===== src/rtl/tt_pkg.sv =====
// tt_pkg: shared constants for the dual 32-bit timer.
// Holds the register select indices, the byte offsets, the enable-mode
// encoding and the field positions that software decodes.
package tt_pkg;

    localparam int NHALF    = 2;
    localparam int NSEL     = 7;

    localparam int SEL_ID   = 0;
    localparam int SEL_CNT0 = 1;   // half h uses SEL_CNT0 + h
    localparam int SEL_PRD0 = 3;   // half h uses SEL_PRD0 + h
    localparam int SEL_CTL  = 5;
    localparam int SEL_GCTL = 6;

    localparam logic [7:0] OFS_ID   = 8'h00;
    localparam logic [7:0] OFS_CNT0 = 8'h10;
    localparam logic [7:0] OFS_CNT1 = 8'h14;
    localparam logic [7:0] OFS_PRD0 = 8'h18;
    localparam logic [7:0] OFS_PRD1 = 8'h1C;
    localparam logic [7:0] OFS_CTL  = 8'h20;
    localparam logic [7:0] OFS_GCTL = 8'h24;

    typedef enum logic [1:0] {
        EN_OFF  = 2'd0,
        EN_ONCE = 2'd1,
        EN_LOOP = 2'd2,
        EN_RSVD = 2'd3
    } en_mode_e;

    localparam logic [1:0] GM_UNCHAINED = 2'd1;
    localparam int REL_LSB   = 0;
    localparam int GMODE_LSB = 2;

    // Byte offset of select index k.
    function automatic logic [7:0] sel_offset(input int k);
        case (k)
            SEL_ID:       return OFS_ID;
            SEL_CNT0:     return OFS_CNT0;
            SEL_CNT0 + 1: return OFS_CNT1;
            SEL_PRD0:     return OFS_PRD0;
            SEL_PRD0 + 1: return OFS_PRD1;
            SEL_CTL:      return OFS_CTL;
            SEL_GCTL:     return OFS_GCTL;
            default:      return 8'hFF;
        endcase
    endfunction

    // Least significant bit of the enable field of half h in the control word.
    function automatic int en_lsb(input int h);
        return (h == 0) ? 6 : 22;
    endfunction

endpackage


===== src/rtl/tt_decode.sv =====
// tt_decode: turns the bus address and strobes into one-hot write and
// read selects, one per register.
// Assumes: an exact byte-address match; unaligned or unknown offsets select nothing.
module tt_decode
    import tt_pkg::*;
#(
    parameter int AW = 8
) (
    input  logic            bus_wr,
    input  logic            bus_rd,
    input  logic [AW-1:0]   bus_addr,
    output logic [NSEL-1:0] wsel,
    output logic [NSEL-1:0] rsel
);

    logic [NSEL-1:0] hit;

    // One address comparator per register.
    for (genvar k = 0; k < NSEL; k++) begin : g_hit
        assign hit[k] = (bus_addr == AW'(sel_offset(k)));
    end

    // Gate the matches with the strobes.
    assign wsel = bus_wr ? hit : '0;
    assign rsel = bus_rd ? hit : '0;

endmodule


===== src/rtl/tt_regfile.sv =====
// tt_regfile: configuration storage (enable fields, periods, releases,
// timer mode) and the read-data multiplexer.
// Assumes: wsel/rsel are one-hot or zero, and once_done clears an enable
// field unless software writes the control word in the same cycle.
module tt_regfile
    import tt_pkg::*;
#(
    parameter int DW = 32
) (
    input  logic                       clk,
    input  logic                       rst_n,
    input  logic [NSEL-1:0]            wsel,
    input  logic [NSEL-1:0]            rsel,
    input  logic [DW-1:0]              wdata,
    input  logic [DW-1:0]              id_word,
    input  logic [NHALF-1:0]           once_done,
    input  logic [NHALF-1:0][DW-1:0]   cnt,
    output logic [NHALF-1:0][1:0]      en_mode,
    output logic [NHALF-1:0][DW-1:0]   prd,
    output logic [NHALF-1:0]           rel,
    output logic [1:0]                 gmode,
    output logic [DW-1:0]              rdata
);

    for (genvar h = 0; h < NHALF; h++) begin : g_cfg
        // Enable field: a software write wins, else a finished one-shot clears it.
        always_ff @(posedge clk) begin
            if (!rst_n)
                en_mode[h] <= EN_OFF;
            else if (wsel[SEL_CTL])
                en_mode[h] <= wdata[en_lsb(h) +: 2];
            else if (once_done[h])
                en_mode[h] <= EN_OFF;
        end

        // Period register of this half.
        always_ff @(posedge clk) begin
            if (!rst_n)
                prd[h] <= '0;
            else if (wsel[SEL_PRD0 + h])
                prd[h] <= wdata;
        end
    end

    // Global control: reset releases and timer mode.
    always_ff @(posedge clk) begin
        if (!rst_n) begin
            rel   <= '0;
            gmode <= '0;
        end else if (wsel[SEL_GCTL]) begin
            rel   <= wdata[REL_LSB +: NHALF];
            gmode <= wdata[GMODE_LSB +: 2];
        end
    end

    logic [DW-1:0] ctl_word;
    logic [DW-1:0] gctl_word;

    // Assemble the two composite words as software sees them.
    always_comb begin
        ctl_word  = '0;
        gctl_word = '0;
        for (int h = 0; h < NHALF; h++)
            ctl_word[en_lsb(h) +: 2] = en_mode[h];
        gctl_word[REL_LSB +: NHALF] = rel;
        gctl_word[GMODE_LSB +: 2]   = gmode;
    end

    // Read multiplexer; zero when nothing is selected.
    always_comb begin
        rdata = '0;
        if (rsel[SEL_ID])   rdata = id_word;
        if (rsel[SEL_CTL])  rdata = ctl_word;
        if (rsel[SEL_GCTL]) rdata = gctl_word;
        for (int h = 0; h < NHALF; h++) begin
            if (rsel[SEL_CNT0 + h]) rdata = cnt[h];
            if (rsel[SEL_PRD0 + h]) rdata = prd[h];
        end
    end

endmodule


===== src/rtl/tt_half.sv =====
// tt_half: one 32-bit up-counter with period match, periodic reload,
// one-shot stop and a registered one-cycle interrupt pulse.
// Assumes: priority is release hold, then software load, then the match,
// then counting.
module tt_half
    import tt_pkg::*;
#(
    parameter int DW = 32
) (
    input  logic          clk,
    input  logic          rst_n,
    input  logic          rel,
    input  logic          run_ok,
    input  logic [1:0]    en_mode,
    input  logic [DW-1:0] prd,
    input  logic          cnt_wr,
    input  logic [DW-1:0] wdata,
    output logic [DW-1:0] cnt,
    output logic          irq,
    output logic          once_done
);

    logic active;
    logic hit;

    // Counting is allowed in one-shot or periodic mode when the global mode permits it.
    assign active    = run_ok && ((en_mode == EN_ONCE) || (en_mode == EN_LOOP));
    assign hit       = rel && active && !cnt_wr && (cnt == prd);
    assign once_done = hit && (en_mode == EN_ONCE);

    // Counter register with hold, load, reload and increment.
    always_ff @(posedge clk) begin
        if (!rst_n || !rel)
            cnt <= '0;
        else if (cnt_wr)
            cnt <= wdata;
        else if (hit)
            cnt <= (en_mode == EN_LOOP) ? '0 : cnt;
        else if (active)
            cnt <= cnt + 1'b1;
    end

    // Interrupt pulse, one cycle after the match is seen.
    always_ff @(posedge clk) begin
        if (!rst_n)
            irq <= 1'b0;
        else
            irq <= hit;
    end

endmodule


===== src/rtl/twin_timer32.sv =====
// twin_timer32: register-mapped pair of independent 32-bit up-timers.
// Assumes: single clock domain, synchronous active-low reset; combinational reads.
module twin_timer32
    import tt_pkg::*;
#(
    parameter int          DW        = 32,
    parameter int          AW        = 8,
    parameter logic [31:0] PERIPH_ID = 32'h5449_0201
) (
    input  logic          clk,
    input  logic          rst_n,
    input  logic          bus_wr,
    input  logic          bus_rd,
    input  logic [AW-1:0] bus_addr,
    input  logic [DW-1:0] bus_wdata,
    output logic [DW-1:0] bus_rdata,
    output logic          irq_lo,
    output logic          irq_hi
);

    logic [NSEL-1:0]          wsel;
    logic [NSEL-1:0]          rsel;
    logic [NHALF-1:0][1:0]    en_mode;
    logic [NHALF-1:0][DW-1:0] prd;
    logic [NHALF-1:0][DW-1:0] cnt;
    logic [NHALF-1:0]         rel;
    logic [NHALF-1:0]         cnt_wr;
    logic [NHALF-1:0]         once_done;
    logic [NHALF-1:0]         irq_vec;
    logic [1:0]               gmode;
    logic                     run_ok;
    logic                     ctl_wr;

    tt_decode #(.AW(AW)) u_dec (
        .bus_wr   (bus_wr),
        .bus_rd   (bus_rd),
        .bus_addr (bus_addr),
        .wsel     (wsel),
        .rsel     (rsel)
    );

    tt_regfile #(.DW(DW)) u_regs (
        .clk       (clk),
        .rst_n     (rst_n),
        .wsel      (wsel),
        .rsel      (rsel),
        .wdata     (bus_wdata),
        .id_word   (DW'(PERIPH_ID)),
        .once_done (once_done),
        .cnt       (cnt),
        .en_mode   (en_mode),
        .prd       (prd),
        .rel       (rel),
        .gmode     (gmode),
        .rdata     (bus_rdata)
    );

    assign run_ok = (gmode == GM_UNCHAINED);
    assign ctl_wr = wsel[SEL_CTL];

    for (genvar h = 0; h < NHALF; h++) begin : g_half
        assign cnt_wr[h] = wsel[SEL_CNT0 + h];

        tt_half #(.DW(DW)) u_half (
            .clk       (clk),
            .rst_n     (rst_n),
            .rel       (rel[h]),
            .run_ok    (run_ok),
            .en_mode   (en_mode[h]),
            .prd       (prd[h]),
            .cnt_wr    (cnt_wr[h]),
            .wdata     (bus_wdata),
            .cnt       (cnt[h]),
            .irq       (irq_vec[h]),
            .once_done (once_done[h])
        );
    end

    assign irq_lo = irq_vec[0];
    assign irq_hi = irq_vec[1];

endmodule


===== config.mk =====
export PLATFORM = sky130hd
export DESIGN_NAME = twin_timer32
export DESIGN_NICKNAME = d
export VERILOG_FILES = /design/src/rtl/tt_pkg.sv /design/src/rtl/tt_decode.sv /design/src/rtl/tt_regfile.sv /design/src/rtl/tt_half.sv /design/src/rtl/twin_timer32.sv
export SDC_FILE = /design/constraint.sdc
export NUM_CORES = 1
export LEC_CHECK = 0
export BUFFER_PORTS_ARGS = -buffer_cell sky130_fd_sc_hd__buf_2
export CELL_PAD_IN_SITES_DETAIL_PLACEMENT = 1
export CELL_PAD_IN_SITES_GLOBAL_PLACEMENT = 1
export CORE_UTILIZATION = 41
export DETAILED_ROUTE_END_ITERATION = 8
export PLACE_DENSITY_LB_ADDON = 0.05
export REMOVE_ABC_BUFFERS = 1
export SLEW_MARGIN = 20
export SYNTH_ARGS = -nofsm -noshare
export SYNTH_HDL_FRONTEND = slang
export SYNTH_SLANG_ARGS = --single-unit

===== constraint.sdc =====
create_clock -name clk -period 2.5 [get_ports clk]
set_clock_uncertainty 0.05 [all_clocks]
set_input_delay 0.25 -clock clk [delete_from_list [all_inputs] [get_ports clk]]
set_output_delay 0.25 -clock clk [all_outputs]
set_load 0.05 [all_outputs]

Word-level counts from Yosys, hierarchy flattened:

Cells that the tools add are included.

* add/sub/neg operators: 2
* equal/unequal tests: 15
* mux-type cells: 21
* reduce and logical (&&, ||, !) cells: 26

Operators by type and width (number)
* $mux 32: 12
* $mux 31: 3
* $add 32x1->32 const B: 2
* $eq 32x32->1: 2
* $eq 8x5->1 const B: 4
* $eq 8x6->1 const B: 2
* $mux 7: 2
* $logic_and 1x1->1: 10
* $logic_not 8->1: 1
* $mux 2: 4
* $eq 2x1->1 const B: 3
* $ne 3x3->1 const B: 2
* $reduce_bool 3->1: 2
* $logic_not 1->1: 5
* $eq 2x2->1 const B: 2
* $logic_or 1x1->1: 4
* $reduce_and 2->1: 2
* $reduce_bool 2->1: 2

* output and inout port bits: 34
* logic and storage cells: 74
* register bits after elaboration: 138
* input port bits: 44

Logic depth before layout (Yosys ltp):

* word-level depth: 9
* gate-level depth with buffers: 10
* mapped depth without buffers: 8

Hierarchy:

Synthesis repeated with hierarchy kept, for this count alone.

* cells, all modules: 1157
* area total of the unflattened synthesis: 9640.5 um^2

Modules (own cells, without submodules)
* tt_half: cells each 357, area an instance 2757.6 um^2, times used 2
* tt_regfile: cells each 415, area an instance 3912.5 um^2, times used 1
* tt_decode: cells each 25, area an instance 191.4 um^2, times used 1
* twin_timer32: cells each 3, area an instance 21.3 um^2, times used 1

Least setup slack after synthesis:

No wires, ideal clock.

* kind: input to output
* from: input bus_addr[1]
* to: output bus_rdata[16]
* required time: 2.200 ns
* stages: 5
* data arrival time: 2.590 ns
* slack: -0.390 ns
* cells stage by stage: or4_1 -> nor2_1 -> clkbuf_1 -> a21oi_1 -> o21ai_0

* word-level cells in the longest chain between the ends: 9
* elaborated cells on any way between the ends: 15
* classes of those cells: 6 x eq/ne; 8 x mux; 1 x reduce/logical

Ends and longest elaborated chain
* from (decl): line twin_timer32.sv:14 `input logic [AW-1:0] bus_addr,`
* $logic_not 8->1: line tt_decode.sv:20 `assign hit[k] = (bus_addr == AW'(sel_offset(k)));`
* $mux 7 (*): line tt_decode.sv:25 `assign rsel = bus_rd ? hit : '0;`
* $mux 31: line tt_regfile.sv:72 `if (rsel[SEL_ID]) rdata = id_word;`
* $mux 31: line tt_regfile.sv:73 `if (rsel[SEL_CTL]) rdata = ctl_word;`
* $mux 31: line tt_regfile.sv:74 `if (rsel[SEL_GCTL]) rdata = gctl_word;`
* $mux 32: line tt_regfile.sv:76 `if (rsel[SEL_CNT0 + h]) rdata = cnt[h];`
* $mux 32: line tt_regfile.sv:77 `if (rsel[SEL_PRD0 + h]) rdata = prd[h];`
* $mux 32: line tt_regfile.sv:76
* $mux 32 (*): line tt_regfile.sv:77
* to (decl): line twin_timer32.sv:16 `output logic [DW-1:0] bus_rdata,`

Every way passes the cells marked *; elsewhere a longest branch is shown, timed or not.

Final worst setup path:

* from: register g_half[0].u_half.cnt[1]
* to: register g_half[0].u_half.cnt[7]

* word-level cells in the longest chain between the ends: 4
* elaborated cells on any way between the ends: 9
* classes of those cells: 1 x add/sub; 2 x eq/ne; 3 x mux; 3 x reduce/logical

Ends and longest elaborated chain
* from (decl): line tt_half.sv:18 `output logic [DW-1:0] cnt,`
* from (signal assigned): line tt_half.sv:36 `cnt <= wdata;`
* from (signal assigned): line tt_half.sv:38 `cnt <= (en_mode == EN_LOOP) ? '0 : cnt;`
* from (signal assigned): line tt_half.sv:40 `cnt <= cnt + 1'b1;`
* $add 32x1->32 or $eq 32x32->1 (tied branches): line tt_half.sv:40, tt_half.sv:28
* $mux 32 or $logic_and 1x1->1 (tied branches): line tt_half.sv:39, tt_half.sv:28
* $mux 32, or another cell as far along: line tt_half.sv:37 `else if (hit)`
* $mux 32 or $reduce_and 2->1 (tied branches)

Parallel ways exist; a longest one is shown, timed or not. The select of a mux whose other input is x is not followed.
A chain may end at the register's enable or synchronous reset.

==> impl_metrics.py <==
metrics = {
    "synthesis": {
        "async_flop_share": 0,
        "syn_area_um2": 9500,
        "yosysTopAreaCell": "dfxtp_1",
        "ys_seq_area_frac": 0.291,
        "yosys_warnings": 0,
        "avgSynthCellArea_um2": 7.42,
        "ys.flop_type": "dfxtp_1",
        "ys_ff_latch": 138,
        "netlist_top_cells_area": "dfxtp_1, nand2_1, xnor2_1",
        "yosysTopAreaCellShare": 0.291,
        "syn_inst": 1280,
        "synth-edff-count": 0,
        "synth_cell_types": 72,
    },
    "floorplan": {
        "io-pin-count": 78,
        "die_area_um2": 23800,
        "die-height_um": 154,
        "die_width_um": 154,
        "initial_utilization": 0.418,
        "coreArea_um2": 22700,
        "rows": 55,
    },
    "worst_setup_path": {
        "rr_startpoint": "g_half[0].u_half.cnt[1]",
        "path_cells": "buf_4 -> xnor2_1 -> nand4_1 -> nor3_2 -> a31oi_4 -> buf_6 -> o211ai_1 -> o221ai_1",
        "cp_max_fo": 7,
        "cpPeakStageDelay_ns": 0.47,
        "path_class": "reg2reg",
        "slowest_stage": "nor3_2",
        "rrSetupSlack_ns": -0.01,
        "crit_arrival_ns": 2.76,
        "cp_data_required_time_ns": 2.75,
        "reg2reg_to": "g_half[0].u_half.cnt[7]",
        "crit_buf_inv": 2,
        "ff2ff_path_depth": 8,
        "end_kind": "flip-flop",
        "start_kind": "flip-flop",
        "crit_family": "simple AND/OR/NAND/NOR gates",
    },
    "final_layout": {
        "area_growth_pct": 28.2,
        "final_nets": 1490,
        "stdcell_count": 1738,
        "antenna_cells": 0,
        "fillers": 2838,
        "multi_input_area_um2": 6320,
        "drive_above_1_share": 0.257,
        "regArea_um2": 2770,
    },
    "drt": {
        "wl_per_cell_um": 25.2,
        "via_per_inst": 6.35,
        "initialDrtViolationCount": 1079,
        "drc_errors": 0,
        "final_antenna_net_count": 0,
        "dr.pass1.iters": 8,
        "vias": 11000,
        "drt_wl_total_mm": 43.7,
    },
    "placed_design": {
        "place_inst": 1696,
        "place_congestion": 0.944,
        "pre_cts_ws_ns": -0.100,
        "placement.io_buffers": 77,
        "dp_hpwl_mm": 32.9,
    },
    "sta": {
        "drv_slew": 0,
        "min_period_over_period": 1.00,
        "max_clock_freq_ghz": 0.398,
        "hold_viol_final": 0,
        "tightest_slew_ns": 0.688,
        "min_period_ns": 2.51,
        "rsz0062_at_grt": "true",
        "layout_setup_ws_ns": -0.0108,
        "max_slew_margin": 0.541,
        "setup_viol": 2,
    },
    "grt": {
        "gr-total-overflow": 0,
        "antenna_found_initial": 0,
        "grt_max_degree": 50,
        "first_global_vias": 10900,
        "grt_usage": 0.365,
        "grt_first_pass_wirelength_mm": 65.1,
    },
    "run": {
        "drv_cap": 0,
    },
    "power_and_ir_drop": {
        "netSwitchingFraction": 0.244,
        "p_per_area_nw_per_um2": 417,
        "vdd_ir_drop_max_mv": 0.379,
        "p_clk_frac": 0.528,
        "pwr-share-seq": 0.434,
        "p_int_w": 0.00383,
        "p_leak_nw": 4.39,
        "p_sw_w": 0.00124,
        "power_frac_comb": 0.038,
    },
    "clock_tree": {
        "cts_tree": "yes",
        "cts.htree.levels": 4,
        "numCtsBuffers": 17,
        "postCtsHoldBufs": 0,
        "clockBufferDepth": 2,
        "cts.sinks": 138,
        "cts.clk_slew.worst_paths_ns": 0.07,
        "cts-root-buf": "clkbuf_16",
        "clk_latency_ns": 0.43,
    },
    "outcome": {
        "status": "complete, but fails checks",
        "violations": "negative setup slack",
    },
    "hold_path": {
        "hp-class": "in2reg",
        "whs_path_depth": 3,
        "hold_end": "u_regs.prd[19]",
        "worstHoldStart": "bus_wdata[19]",
    },
}
==> Yosys cell counts, drive strengths merged, types with 6 or more instances <==
| master | instances |
|---|---|
| ha | 6 |
| or3 | 12 |
| a211oi | 20 |
| o221ai | 20 |
| and4 | 7 |
| a22oi | 25 |
| o22ai | 9 |
| and3 | 13 |
| dfxtp | 138 |
| inv | 34 |
| xnor2 | 56 |
| xor2 | 17 |
| a21oi | 39 |
| a222oi | 16 |
| nand3 | 41 |
| clkbuf | 97 |
| o31ai | 17 |
| o211ai | 29 |
| nor3b | 6 |
| a31oi | 26 |
| nor3 | 27 |
| nand2 | 254 |
| a21boi | 64 |
| o21ai | 52 |
| nand4 | 44 |
| nor4 | 22 |
| buf | 24 |
| or4 | 9 |
| and2 | 9 |
| nor2 | 75 |
==> final cells by class <==
| type | instances | area share |
|---|---|---|
| clock buffers | 18 | 0.0353 |
| clock inverters | 14 | 0.0143 |
| inverters | 34 | 0.0105 |
| multi-input cells | 987 | 0.519 |
| well taps | 285 | 0.0293 |
| repair buffers | 262 | 0.164 |
| flip-flops and latches | 138 | 0.228 |
==> per-layer routing <==
layer	wire [um]	up-vias	track usage	share of wire
li1	-	4995	-	-
met1	19100	5457	0.482	0.44
met2	20000	469	0.587	0.46
met3	2590	112	0.0462	0.059
met4	2120	0	0.178	0.048
met5	0	-	0	0
==> sequential cells by signal, indices dropped and copies added, names as in the netlist <==
signal             count
u_regs.rel             2
u_regs.prd            64
g_half.u_half.irq      2
u_regs.en_mode         4
u_regs.gmode           2
g_half.u_half.cnt     64
==> through the flow <==
step           power, W  setup TNS (ns)  instance area [um2]  hold slack (ns)   util
2_1_floorplan   0.00229         -151.73                 8980            0.328      -
3_3_place_gp    0.00244         -0.0624                11200            0.427  0.493
3_5_place_dp    0.00244           -1.70                11200            0.438  0.493
4_1_cts         0.00508               0                11800           0.0830  0.520
5_1_grt         0.00520          -0.536                12200           0.0932  0.536
6_report        0.00507         -0.0211                12200           0.0862  0.536
==> cells by family after synthesis <==
group | Yosys count | share of synthesized area
buf+inv | 155 | 0.0679
fa+ha+maj | 6 | 0.00791
flops | 138 | 0.291
simple gates | 542 | 0.279
xor+xnor | 73 | 0.0673
compound gates | 361 | 0.282
mux | 5 | 0.00527
==> worst max-delay path by stage <==
stage	startpoint	to	slack (ns)	cells after the start
2_1_floorplan	bus_addr[1]	g_half[0].u_half.cnt[10]	-3.03	5
5_1_grt	u_regs.prd[5]	g_half[0].u_half.cnt[13]	-0.08	7
6_report	g_half[0].u_half.cnt[1]	g_half[0].u_half.cnt[7]	-0.01	8
4_1_cts	bus_addr[1]	bus_rdata[22]	0.006	8
3_3_place_gp	u_regs.en_mode[2]	g_half[1].u_half.cnt[11]	-0.06	10
3_5_place_dp	u_regs.en_mode[0]	g_half[0].u_half.cnt[14]	-0.10	9
==> timing repair <==
action                                  in CTS  in global routing
setup buffers                                0                  7
endpoints found under the setup margin      30                 72
pin swaps                                    0                 21
cloned                                       0                  3
resized for setup                            8                 58
==> layout by cell type (no fill, tap or decap), types with 18 or more instances in the layout <==
cell and instances:
nand2_1 253, buf_4 176, dfxtp_1 133, nor2_1 73, buf_2 66, a21boi_0 64
xnor2_1 55, o21ai_0 49, nand4_1 44, nand3_1 38, a21oi_1 38, inv_1 34
a22oi_1 25, a31oi_1 25, clkbuf_16 20, a211oi_1 19, nor3_1 19, o211ai_1 18
==> worst register-to-register path: stages (launching register included) <==
cell and delay [ns]:
dfxtp_1 0.32, buf_4 0.17, xnor2_1 0.39, nand4_1 0.17, nor3_2 0.47, a31oi_4 0.29, buf_6 0.23, o211ai_1 0.18
o221ai_1 0.13
==> power groups by stage <==
stage / clock (W) / sequential (W) / combinational [W]
after floorplan: 0 / 0.00225 / 0.0000445
after global placement: 0 / 0.00225 / 0.000187
after detailed placement: 0 / 0.00225 / 0.000188
after CTS: 0.00269 / 0.00220 / 0.000187
after global routing: 0.00281 / 0.00220 / 0.000198
final: 0.00268 / 0.00220 / 0.000193
Power figures use the tool's default switching activity.
